$ cat config.mk
export PLATFORM = sky130hd
export DESIGN_NAME = dbg_cmd_seq
export DESIGN_NICKNAME = d
export VERILOG_FILES = /design/src/rtl/dbg_cmd_pkg.sv /design/src/rtl/dbg_arg_collect.sv /design/src/rtl/dbg_rom_hs.sv /design/src/rtl/dbg_cmd_seq.sv
export SDC_FILE = /design/constraint.sdc
export NUM_CORES = 1
export LEC_CHECK = 0
export BUFFER_PORTS_ARGS = -buffer_cell sky130_fd_sc_hd__clkbuf_2
export CAP_MARGIN = 10
export CORE_MARGIN = 2
export CORE_UTILIZATION = 51
export CTS_CLUSTER_SIZE = 40
export DETAILED_ROUTE_END_ITERATION = 8
export GPL_TIMING_DRIVEN = 0
export PLACE_DENSITY = 0.79
export REMOVE_ABC_BUFFERS = 1
export SLEW_MARGIN = 20
export SYNTH_ARGS = -nofsm -noshare
export SYNTH_HDL_FRONTEND = slang
export SYNTH_SLANG_ARGS = --single-unit
$ cat constraint.sdc
create_clock -name clk_i -period 4.59 [get_ports clk_i]
set_input_delay 0.918 -clock clk_i [delete_from_list [all_inputs] [get_ports clk_i]]
set_output_delay 0.918 -clock clk_i [all_outputs]
set_load 0.005 [all_outputs]
$ cat src/rtl/dbg_cmd_pkg.sv
package dbg_cmd_pkg;
  typedef enum logic [1:0] {
    ST_OFF  = 2'b00,
    ST_IDLE = 2'b01,
    ST_BUSY = 2'b10,
    ST_COLL = 2'b11
  } st_e;

  localparam logic [3:0] C_RD_MAP = 4'd1;
  localparam logic [3:0] C_RD_STK = 4'd2;
  localparam logic [3:0] C_RD_REG = 4'd3;
  localparam logic [3:0] C_WR_REG = 4'd4;
  localparam logic [3:0] C_RD_MEM = 4'd5;
  localparam logic [3:0] C_WR_MEM = 4'd6;
  localparam logic [3:0] C_UNLOCK = 4'd7;
  localparam logic [3:0] C_STEP   = 4'd8;
  localparam logic [3:0] C_RET    = 4'd9;

  function automatic logic [3:0] fol_cnt(input logic [3:0] c);
    case (c)
      C_RD_REG: fol_cnt = 4'd1;
      C_WR_REG: fol_cnt = 4'd3;
      C_RD_MEM: fol_cnt = 4'd2;
      C_WR_MEM: fol_cnt = 4'd4;
      default:  fol_cnt = 4'd0;
    endcase
  endfunction

  function automatic logic is_rom(input logic [3:0] c);
    is_rom = (c >= C_RD_MAP) && (c <= C_UNLOCK);
  endfunction
endpackage

$ cat src/rtl/dbg_arg_collect.sv
module dbg_arg_collect #(
  parameter int DW       = 8,
  parameter int MAX_ARGS = 4,
  localparam int CW      = $clog2(MAX_ARGS + 1)
) (
  input  logic                   clk_i,
  input  logic                   rst_ni,
  input  logic                   clr_i,
  input  logic                   load_i,
  input  logic [DW-1:0]          byte_i,
  output logic [CW-1:0]          cnt_o,
  output logic [MAX_ARGS*DW-1:0] args_o
);
  logic [CW-1:0] cnt_q;

  always_ff @(posedge clk_i or negedge rst_ni) begin
    if (!rst_ni)     cnt_q <= '0;
    else if (clr_i)  cnt_q <= '0;
    else if (load_i) cnt_q <= cnt_q + 1'b1;
  end

  for (genvar g = 0; g < MAX_ARGS; g++) begin : g_slot
    always_ff @(posedge clk_i or negedge rst_ni) begin
      if (!rst_ni)                               args_o[g*DW +: DW] <= '0;
      else if (clr_i)                            args_o[g*DW +: DW] <= '0;
      else if (load_i && cnt_q == CW'(g))        args_o[g*DW +: DW] <= byte_i;
    end
  end

  assign cnt_o = cnt_q;

  p_cnt_bound_r3: assert property (@(posedge clk_i) disable iff (!rst_ni)
    cnt_q <= CW'(MAX_ARGS));
  p_clr_empty_r5: assert property (@(posedge clk_i) disable iff (!rst_ni)
    clr_i |=> (cnt_q == '0 && args_o == '0));
endmodule

$ cat src/rtl/dbg_rom_hs.sv
module dbg_rom_hs (
  input  logic clk_i,
  input  logic rst_ni,
  input  logic clr_i,
  input  logic busy_i,
  input  logic shift_done_i,
  input  logic txc_set_i,
  input  logic rod_set_i,
  input  logic ack_i,
  output logic txc_o,
  output logic rod_o
);
  always_ff @(posedge clk_i or negedge rst_ni) begin
    if (!rst_ni)           txc_o <= 1'b0;
    else if (clr_i)        txc_o <= 1'b0;
    else if (txc_set_i)    txc_o <= 1'b1;
    else if (shift_done_i) txc_o <= 1'b0;
  end

  // acknowledge beats a fresh set; done only counts while busy
  always_ff @(posedge clk_i or negedge rst_ni) begin
    if (!rst_ni)                    rod_o <= 1'b0;
    else if (clr_i || ack_i)        rod_o <= 1'b0;
    else if (rod_set_i && busy_i)   rod_o <= 1'b1;
  end

  p_txc_clr_r7: assert property (@(posedge clk_i) disable iff (!rst_ni)
    (shift_done_i && !txc_set_i && !clr_i) |=> !txc_o);
  p_txc_set_r7: assert property (@(posedge clk_i) disable iff (!rst_ni)
    (txc_set_i && !clr_i) |=> txc_o);
  p_rod_gate_r8: assert property (@(posedge clk_i) disable iff (!rst_ni)
    (!busy_i && !rod_o) |=> !rod_o);
endmodule

$ cat src/rtl/dbg_cmd_seq.sv
module dbg_cmd_seq
  import dbg_cmd_pkg::*;
#(
  parameter int              DW       = 8,
  parameter int              MAX_ARGS = 4,
  parameter int              AW       = 16,
  parameter logic [AW-1:0]   JUMP_VEC = 16'h8010,
  localparam int             CW       = $clog2(MAX_ARGS + 1)
) (
  input  logic                   clk_i,
  input  logic                   rst_ni,
  input  logic                   dis_i,
  input  logic [DW-1:0]          rx_byte_i,
  input  logic                   rx_done_i,
  input  logic                   rom_txc_set_i,
  input  logic                   rom_rod_set_i,
  output logic [1:0]             status_o,
  output logic [3:0]             cmd_o,
  output logic [MAX_ARGS*DW-1:0] args_o,
  output logic                   rom_en_o,
  output logic                   jump_o,
  output logic [AW-1:0]          jump_addr_o,
  output logic                   step_o,
  output logic                   ret_o,
  output logic                   txc_o,
  output logic                   rod_o
);
  st_e           st_q, st_d;
  logic [3:0]    code, pend_q;
  logic [CW-1:0] cnt, need_q;
  logic          known, accept, acc_rom, acc_zero;
  logic          coll_ld, coll_last, launch, done_ack;

  assign code     = rx_byte_i[3:0];
  assign known    = (rx_byte_i[DW-1:4] == '0) && (code >= C_RD_MAP) && (code <= C_RET);
  assign accept   = (st_q == ST_IDLE) && rx_done_i && !dis_i;
  assign acc_rom  = accept && known && is_rom(code);
  assign acc_zero = acc_rom && (fol_cnt(code) == 4'd0);
  assign coll_ld  = (st_q == ST_COLL) && rx_done_i && !dis_i;
  assign coll_last = coll_ld && (cnt == need_q - 1'b1);
  assign launch   = acc_zero || coll_last;
  assign done_ack = (st_q == ST_BUSY) && rod_o && !dis_i;

  always_comb begin
    st_d = st_q;
    if (dis_i) st_d = ST_OFF;
    else begin
      case (st_q)
        ST_OFF:  st_d = ST_IDLE;
        ST_IDLE: if (acc_rom) st_d = acc_zero ? ST_BUSY : ST_COLL;
        ST_COLL: if (coll_last) st_d = ST_BUSY;
        ST_BUSY: if (done_ack) st_d = ST_IDLE;
        default: st_d = ST_IDLE;
      endcase
    end
  end

  always_ff @(posedge clk_i or negedge rst_ni) begin
    if (!rst_ni) begin
      st_q     <= ST_IDLE;
      pend_q   <= '0;
      need_q   <= '0;
      cmd_o    <= '0;
      rom_en_o <= 1'b0;
      jump_o   <= 1'b0;
      step_o   <= 1'b0;
      ret_o    <= 1'b0;
    end else begin
      st_q   <= st_d;
      jump_o <= launch;
      step_o <= accept && known && (code == C_STEP);
      ret_o  <= accept && known && (code == C_RET);
      if (acc_rom) begin
        pend_q <= code;
        need_q <= CW'(fol_cnt(code));
      end
      if (dis_i)       cmd_o <= '0;
      else if (launch) cmd_o <= acc_zero ? code : pend_q;
      if (launch) rom_en_o <= 1'b1;
    end
  end

  assign status_o    = (st_q == ST_COLL) ? 2'b01 : st_q;
  assign jump_addr_o = JUMP_VEC;

  dbg_arg_collect #(.DW(DW), .MAX_ARGS(MAX_ARGS)) u_args (
    .clk_i  (clk_i),
    .rst_ni (rst_ni),
    .clr_i  (dis_i || acc_rom),
    .load_i (coll_ld),
    .byte_i (rx_byte_i),
    .cnt_o  (cnt),
    .args_o (args_o)
  );

  dbg_rom_hs u_hs (
    .clk_i        (clk_i),
    .rst_ni       (rst_ni),
    .clr_i        (dis_i),
    .busy_i       (st_q == ST_BUSY),
    .shift_done_i (rx_done_i),
    .txc_set_i    (rom_txc_set_i),
    .rod_set_i    (rom_rod_set_i),
    .ack_i        (done_ack),
    .txc_o        (txc_o),
    .rod_o        (rod_o)
  );

  p_status_legal_r1: assert property (@(posedge clk_i) disable iff (!rst_ni)
    status_o != 2'b11);
  p_jump_pulse_r4: assert property (@(posedge clk_i) disable iff (!rst_ni)
    jump_o |=> !jump_o);
  p_jump_busy_r4: assert property (@(posedge clk_i) disable iff (!rst_ni)
    jump_o |-> (status_o == 2'b10 && rom_en_o));
  p_coll_hold_r3: assert property (@(posedge clk_i) disable iff (!rst_ni)
    (st_q == ST_COLL && !coll_last) |=> !jump_o);
  p_direct_idle_r6: assert property (@(posedge clk_i) disable iff (!rst_ni)
    (step_o || ret_o) |-> (status_o == 2'b01 && !(step_o && ret_o)));
  p_done_ack_r8: assert property (@(posedge clk_i) disable iff (!rst_ni)
    done_ack |=> (status_o == 2'b01 && !rod_o));
  p_dis_clear_r9: assert property (@(posedge clk_i) disable iff (!rst_ni)
    dis_i |=> (status_o == 2'b00 && cmd_o == '0 && !txc_o && !rod_o));
endmodule

==> impl_metrics.env, run 1 <==
export IMPL_status="finished clean"
export IMPL_gp_congestion=0.808
export IMPL_yosysMostFrequentCell="dfrtp_1"
export IMPL_grt_pass1_vias=1852
export IMPL_layout_min_cycle_time_ps=2800
export IMPL_die_w_um=76.3
export IMPL_syn_area_per_cell_um2=10.5
export IMPL_cts_root_buffer="clkbuf_8"
export IMPL_wl_per_cell_um=14.4
export IMPL_grt_use_total=0.192
export IMPL_fp_dieH_um=76.3
export IMPL_synth_edff_count=0
export IMPL_cap_violations=0
export IMPL_numPortBuffers=57
export IMPL_rr_worst_depth=4
export IMPL_finClkSkew_ps=10.7
export IMPL_netlist_area_um2=2660
export IMPL_die_area_um2=5820
export IMPL_path_cells="clkbuf_2, nor4bb_1, nand4b_1, nand2b_2, nor2_1"
export IMPL_grt_overflow_total=0
export IMPL_setup_viol_count_final=0
export IMPL_ys_warn_count=0
export IMPL_fin_ws_ps=1790
export IMPL_synth_distinct_cells=43
export IMPL_ys_async_sr_fraction=1.00
export IMPL_crit_fanout=35
export IMPL_core_area_um2=5070
export IMPL_synthTopCellsByCount="53 x dfrtp_1, 30 x mux2i_1, 30 x nor2_1, 21 x nand2_1, 18 x buf_4"
export IMPL_post_route_util=0.585
export IMPL_drc=0
export IMPL_cts_sinks=54
export IMPL_relSlewSlack=0.522
export IMPL_diodes=0
export IMPL_ys_seq_area_frac=0.508
export IMPL_grt_first_pass_wirelength_um=8900
export IMPL_cts_tree="done"
export IMPL_arrival_ps=2970
export IMPL_hold_end="rom_en_o$_DFFE_PN0P_"
export IMPL_power_density_nw_per_um2=287
export IMPL_cts_setup_buffers=0
export IMPL_worstMarginPinSlew_ps=717
export IMPL_reg2reg_from="st_q[0]$_DFFE_PN1P_"
export IMPL_cts_inserted_buffers=5
export IMPL_drive_above_1_share=0.238
export IMPL_htreeDepth=2
export IMPL_hold_viol=0
export IMPL_clk_latency_ps=310
export IMPL_yosysTopAreaCell="dfrtp_1"
export IMPL_critical_path_class="input pin to register"
export IMPL_antenna_found_initial=0
export IMPL_yosys_top_cells_area="dfrtp_1 50%, mux2i_1 11%, buf_4 5.1%"
export IMPL_cts_clk_slew_worst_paths_ps=100
export IMPL_drt_iter0_markers=189
export IMPL_dr_total_vias=1902
export IMPL_initial_core_util=0.525
export IMPL_cp_slowest_cell="nand2b_2"
export IMPL_row_count=26
export IMPL_hpwl_um=3470
export IMPL_slowest_delay_ps=750
export IMPL_holdWs_ps=490
export IMPL_hp_class="register to register"
export IMPL_ant_nets=0
export IMPL_drv_slew=0
export IMPL_crit_required_ps=4760
export IMPL_crit_path_end_kind="register"
export IMPL_synth_seq_cells=54
export IMPL_routed_wl_um=5310
export IMPL_min_from="rom_en_o$_DFFE_PN0P_"
export IMPL_vdd_drop_max_v=0.000201
export IMPL_ctsResizeCount=0
export IMPL_ios=74
export IMPL_hold_path_depth=1
export IMPL_clockBufferDepth=2
export IMPL_fmax_ghz=0.357
export IMPL_cp_num_buf_inv=1
export IMPL_min_period_over_period=0.609
export IMPL_leakage_nw=1.51
export IMPL_crit_family="simple AND/OR/NAND/NOR gates"
export IMPL_grt_start_max_net_pins=55
export IMPL_firstDrtPassIters=4
export IMPL_synthesis_instances=253
export IMPL_cts_hold_buf=0
export IMPL_viasPerCell=5.17
export IMPL_timing_rr_end="u_args.args_o[9]$_DFFE_PN0P_"
export IMPL_tns_ps=0
export IMPL_yosys_area_top_type_share=0.498
export IMPL_nNetsFinal=317
export IMPL_synth_main_ff_cell="dfrtp_1"
export IMPL_start_kind="input pin"
export IMPL_ff2ff_setup_slack_ps=2020
export IMPL_place_ws_ps=1500
export IMPL_areaGrowthSynthToFinish_pct=11.4
export IMPL_finalPower_uw=851
export IMPL_rsz0062_at_grt="false"
## power breakdown
group / total [mW] / switching, mW / internal, mW
clock network: 0.315 / 0.152 / 0.163
logic: 0.0527 / 0.0384 / 0.0143
registers: 0.483 / 0.00290 / 0.480
## routing by layer
metal  track usage  vias to the layer above  share of wire
met5             0                        -              0
met1         0.271                      918           0.46
li1              -                      899              -
met4        0.0473                        0          0.011
met2         0.295                       77           0.45
met3        0.0569                        8          0.071
## area by class of cell
type / instances / area [um^2]
Clock buffer: 7 / 76.3
Clock inverter: 1 / 30.0
Fill cell: 455 / 2110
Inverter: 9 / 33.8
Multi-Input combinational cell: 170 / 1100
Sequential cell: 54 / 1350
Tap cell: 70 / 87.6
Timing Repair Buffer: 57 / 288
## cells in the final DEF, fill, tap and decap left out, types with 2 or more instances in the layout
cell / Yosys / layout
nor4_1: 2 / 2
dfrtp_1: 53 / 53
clkbuf_2: 2 / 56
nor2b_1: 5 / 5
mux2_4: 2 / 2
nand4b_1: 3 / 3
nand3_1: 8 / 8
nand2_1: 21 / 21
and3_1: 4 / 4
o21ai_0: 5 / 5
nor3_1: 3 / 3
a21oi_1: 13 / 13
mux2i_1: 30 / 30
clkbuf_1: 5 / 2
clkbuf_8: 2 / 5
conb_1: 2 / 16
xor2_1: 2 / 2
nor2_1: 30 / 30
inv_1: 9 / 9
or3_1: 2 / 2
ha_1: 6 / 6
## stage by stage
| step | cell area [um^2] | instances |
|---|---|---|
| final | 2970 | 368 |
| after global routing | 2970 | 368 |
| after detailed placement | 2860 | 360 |
| after global placement | 2860 | 360 |
| after floorplan | 2480 | 233 |
| after CTS | 2970 | 368 |
## how the worst max path moves through the flow
stage,slack (ps),depth (start not counted),end,startpoint
after detailed placement,1500,5,u_args.args_o[9]$_DFFE_PN0P_,dis_i
after floorplan,1970,4,u_args.cnt_o[2]$_DFFE_PN0P_,rx_byte_i[4]
after global routing,1540,5,u_args.args_o[6]$_DFFE_PN0P_,dis_i
final,1790,5,u_args.args_o[9]$_DFFE_PN0P_,dis_i
after CTS,1820,5,u_args.args_o[9]$_DFFE_PN0P_,dis_i
after global placement,1180,5,u_args.args_o[9]$_DFFE_PN0P_,dis_i
## logic make-up (layout without fill, tap and decap cells)
| group | count (synthesis) | in the layout | share of synthesized area |
|---|---|---|---|
| and+or+nand+nor | 89 | 89 | 0.169 |
| DFF | 54 | 54 | 0.508 |
| buffers and inverters | 43 | 74 | 0.100 |
| muxes | 33 | 33 | 0.128 |
| AOI/OAI and AO/OA | 22 | 22 | 0.0456 |
| adders and majority gates | 6 | 6 | 0.0282 |
| xor gates and xnor gates | 4 | 4 | 0.0183 |
| other | 2 | 16 | 0.00282 |
## state kept, by name, indices dropped and copies added, names as in the netlist
name	flops
pend_q	4
u_hs.txc_o	1
need_q	3
ret_o	1
u_args.cnt_o	3
cmd_o	4
u_args.args_o	32
jump_o	1
step_o	1
st_q	2
u_hs.rod_o	1
rom_en_o	1
No activity file was read; power rests on OpenSTA's default activity.
==> run 2, diff against run 1 <==
Settings changed: ABC_AREA from default to 1.
Clock period 4.59 ns to 2.9 ns, I/O delays scaled along.
==> run 2 against run 1 <==
Against the previous run: critical path depth up 3; sequential cell count unchanged; clock-buffer cell count down 2; via count up 24%; register-to-register slack worse by 1100 ps; first-iteration DRC count down 38%; worst hold slack worse by 160 ps; worst setup slack worse by 860 ps; largest power group unchanged.
==> impl_metrics.env, run 2 <==
export IMPL_synth_main_ff_cell="dfrtp_1"
export IMPL_cts_tree="done"
export IMPL_vdd_drop_max_v=0.000265
export IMPL_timing_rr_end="u_args.args_o[6]$_DFFE_PN0P_"
export IMPL_cap_violations=0
export IMPL_initial_core_util=0.538
export IMPL_path_cells="clkbuf_2, nor2_1, a21oi_2, nand3_4, nand2_4, inv_2, nand2_1, o21ai_0"
export IMPL_gp_congestion=0.851
export IMPL_grt_use_total=0.207
export IMPL_fp_dieH_um=77.9
export IMPL_cts_sinks=54
export IMPL_synth_distinct_cells=33
export IMPL_cts_hold_buf=0
export IMPL_crit_end="u_args.args_o[6]$_DFFE_PN0P_"
export IMPL_post_route_util=0.605
export IMPL_worstSetupStartpoint="rx_byte_i[0]"
export IMPL_critical_path_class="input pin to register"
export IMPL_nNetsFinal=422
export IMPL_crit_family="simple AND/OR/NAND/NOR gates"
export IMPL_ctsResizeCount=0
export IMPL_hpwl_um=4320
export IMPL_synthTopCellsByCount="111 x nand2_1, 53 x dfrtp_1, 38 x nand3_1, 30 x inv_1, 28 x nor2_1"
export IMPL_ff2ff_setup_slack_ps=970
export IMPL_worstMarginPinSlew_ps=725
export IMPL_cts_root_buffer="clkbuf_8"
export IMPL_crit_required_ps=3130
export IMPL_holdWs_ps=334
export IMPL_ios=74
export IMPL_cts_setup_buffers=0
export IMPL_htreeDepth=2
export IMPL_row_count=26
export IMPL_cp_slowest_cell="inv_2"
export IMPL_ant_nets=0
export IMPL_fin_ws_ps=934
export IMPL_yosysTopAreaCell="dfrtp_1"
export IMPL_cts_clk_slew_worst_paths_ps=110
export IMPL_synthesis_instances=346
export IMPL_die_w_um=77.9
export IMPL_die_area_um2=6060
export IMPL_start_kind="input pin"
export IMPL_place_area_um2=3040
export IMPL_slowest_delay_ps=380
export IMPL_netlist_area_um2=2780
export IMPL_clk_latency_ps=320
export IMPL_ys_seq_area_frac=0.486
export IMPL_reg_top3="u_args.args_o: 32 flops, cmd_o: 4 flops, pend_q: 4 flops"
export IMPL_viasPerCell=4.98
export IMPL_leakage_nw=1.80
export IMPL_path_depth=8
export IMPL_synth_seq_cells=54
export IMPL_core_area_um2=5170
export IMPL_fmax_ghz=0.509
export IMPL_relSlewSlack=0.517
export IMPL_wl_per_cell_um=12.3
export IMPL_crit_fanout=29
export IMPL_reg2reg_from="st_q[0]$_DFFE_PN1P_"
export IMPL_syn_area_per_cell_um2=8.04
export IMPL_synth_edff_count=0
export IMPL_drive_above_1_share=0.226
export IMPL_ys_warn_count=0
export IMPL_rr_worst_depth=9
export IMPL_drt_iter0_markers=118
export IMPL_status="finished clean"
export IMPL_cts_inserted_buffers=5
export IMPL_yosys_area_top_type_share=0.477
export IMPL_areaGrowthSynthToFinish_pct=12.5
export IMPL_top_register="u_args.args_o"
export IMPL_setup_viol_count_final=0
export IMPL_yosysMostFrequentCell="nand2_1"
export IMPL_diodes=0
export IMPL_ys_async_sr_fraction=1.00
export IMPL_min_period_over_period=0.678
export IMPL_yosys_top_cells_area="dfrtp_1 48%, nand2_1 15%, nand3_1 6.8%"
export IMPL_drv_slew=0
export IMPL_grt_first_pass_wirelength_um=9990
export IMPL_grt_overflow_total=0
export IMPL_grt_start_max_net_pins=55
export IMPL_clockBufferDepth=2
export IMPL_place_ws_ps=606
export IMPL_numPortBuffers=57
export IMPL_finClkSkew_ps=16.8
export IMPL_final_cell_mix="111 x nand2_1, 56 x clkbuf_2, 53 x dfrtp_1"
export IMPL_grt_pass1_vias=2225
export IMPL_largest_register_ffs=32
export IMPL_final_common_cell="nand2_1"
export IMPL_tns_ps=0
export IMPL_final_area_um2=3130
export IMPL_cp_num_buf_inv=2
export IMPL_rsz0062_at_grt="false"
export IMPL_firstDrtPassIters=4
export IMPL_layout_min_cycle_time_ps=1970
export IMPL_hp_class="input pin to asynchronous set/reset pin"
export IMPL_crit_path_end_kind="register"
export IMPL_routed_wl_um=5810
export IMPL_power_density_nw_per_um2=514
export IMPL_dr_total_vias=2355
export IMPL_drc=0
export IMPL_arrival_ps=2190
export IMPL_hold_viol=0
export IMPL_antenna_found_initial=0
[run 2: changes by cell type after synthesis, moves of 4 or more]
| cell | before | now |
|---|---|---|
| a21oi_1 | 13 | 3 |
| and3_1 | 4 | 0 |
| buf_2 | 6 | 1 |
| clkbuf_1 | 5 | 1 |
| inv_1 | 9 | 30 |
| inv_2 | 0 | 6 |
| mux2i_1 | 30 | 0 |
| nand2_1 | 21 | 111 |
| nand2_2 | 0 | 7 |
| nand3_1 | 8 | 38 |
| nor2_2 | 0 | 5 |
| nor2b_1 | 5 | 0 |
| o21ai_0 | 5 | 11 |
[run 2: worst register-to-register path: stages (launching register included)]
cell and delay, ps:
dfstp_2 590, inv_2 60, nor2_4 100, nand2_2 90
nor2_4 120, nand3_4 170, nand2_4 160, inv_2 210
nand2_1 230, o21ai_0 110
[run 2: stage by stage]
step                      std cells  power (mW)
after floorplan                 338        1.07
after global placement          465        1.18
after detailed placement        465        1.19
after CTS                       473        1.62
after global routing            473        1.70
final                           473        1.61
[run 2: layout make-up]
cell class | count | area [um^2]
Clock buffer | 5 | 68.8
Clock inverter | 3 | 23.8
Fill cell | 457 | 2040
Inverter | 37 | 139
Multi-Input combinational cell | 247 | 1170
Sequential cell | 54 | 1350
Tap cell | 70 | 87.6
Timing Repair Buffer | 57 | 288
[run 2: routing by layer]
metal | wire length (um) | share of wire | global-route usage | vias to the layer above
met1 | 2770 | 0.48 | 0.283 | 1102
met2 | 2660 | 0.46 | 0.332 | 80
met3 | 297 | 0.051 | 0.0360 | 7
met5 | 0 | 0 | 0 | -
met4 | 82 | 0.014 | 0.0750 | 0
li1 | - | - | - | 1166
[run 2: kinds of logic (layout without fill, tap and decap cells)]
family,count (synthesis),after routing,share of synthesized area
AND/OR/NAND/NOR,201,201,0.322
AO/OA/AOI/OAI,24,24,0.0495
flip-flops,54,54,0.486
adder cells (fa/ha/maj),6,6,0.0270
buffers and inverters,59,102,0.112
other,2,16,0.00270
[run 2: worst min path at each step]
stage / startpoint / endpoint / slack (ps) / cells after the start
floorplan: rst_ni / cmd_o[0]$_DFFE_PN0P_ / 280 / 0
global placement: rom_en_o$_DFFE_PN0P_ / rom_en_o$_DFFE_PN0P_ / 450 / 1
detailed placement: pend_q[3]$_DFFE_PN0P_ / pend_q[3]$_DFFE_PN0P_ / 450 / 2
CTS: rst_ni / u_args.args_o[13]$_DFFE_PN0P_ / 360 / 1
global route: rst_ni / u_args.args_o[10]$_DFFE_PN0P_ / 390 / 1
finish: rst_ni / u_args.args_o[13]$_DFFE_PN0P_ / 330 / 1
[run 2: power by group]
| part | switching (mW) | leakage [nW] | internal, mW |
|---|---|---|---|
| registers | 0.0466 | 0.706 | 0.817 |
| clock network | 0.259 | 0.0408 | 0.173 |
| logic | 0.199 | 1.05 | 0.113 |
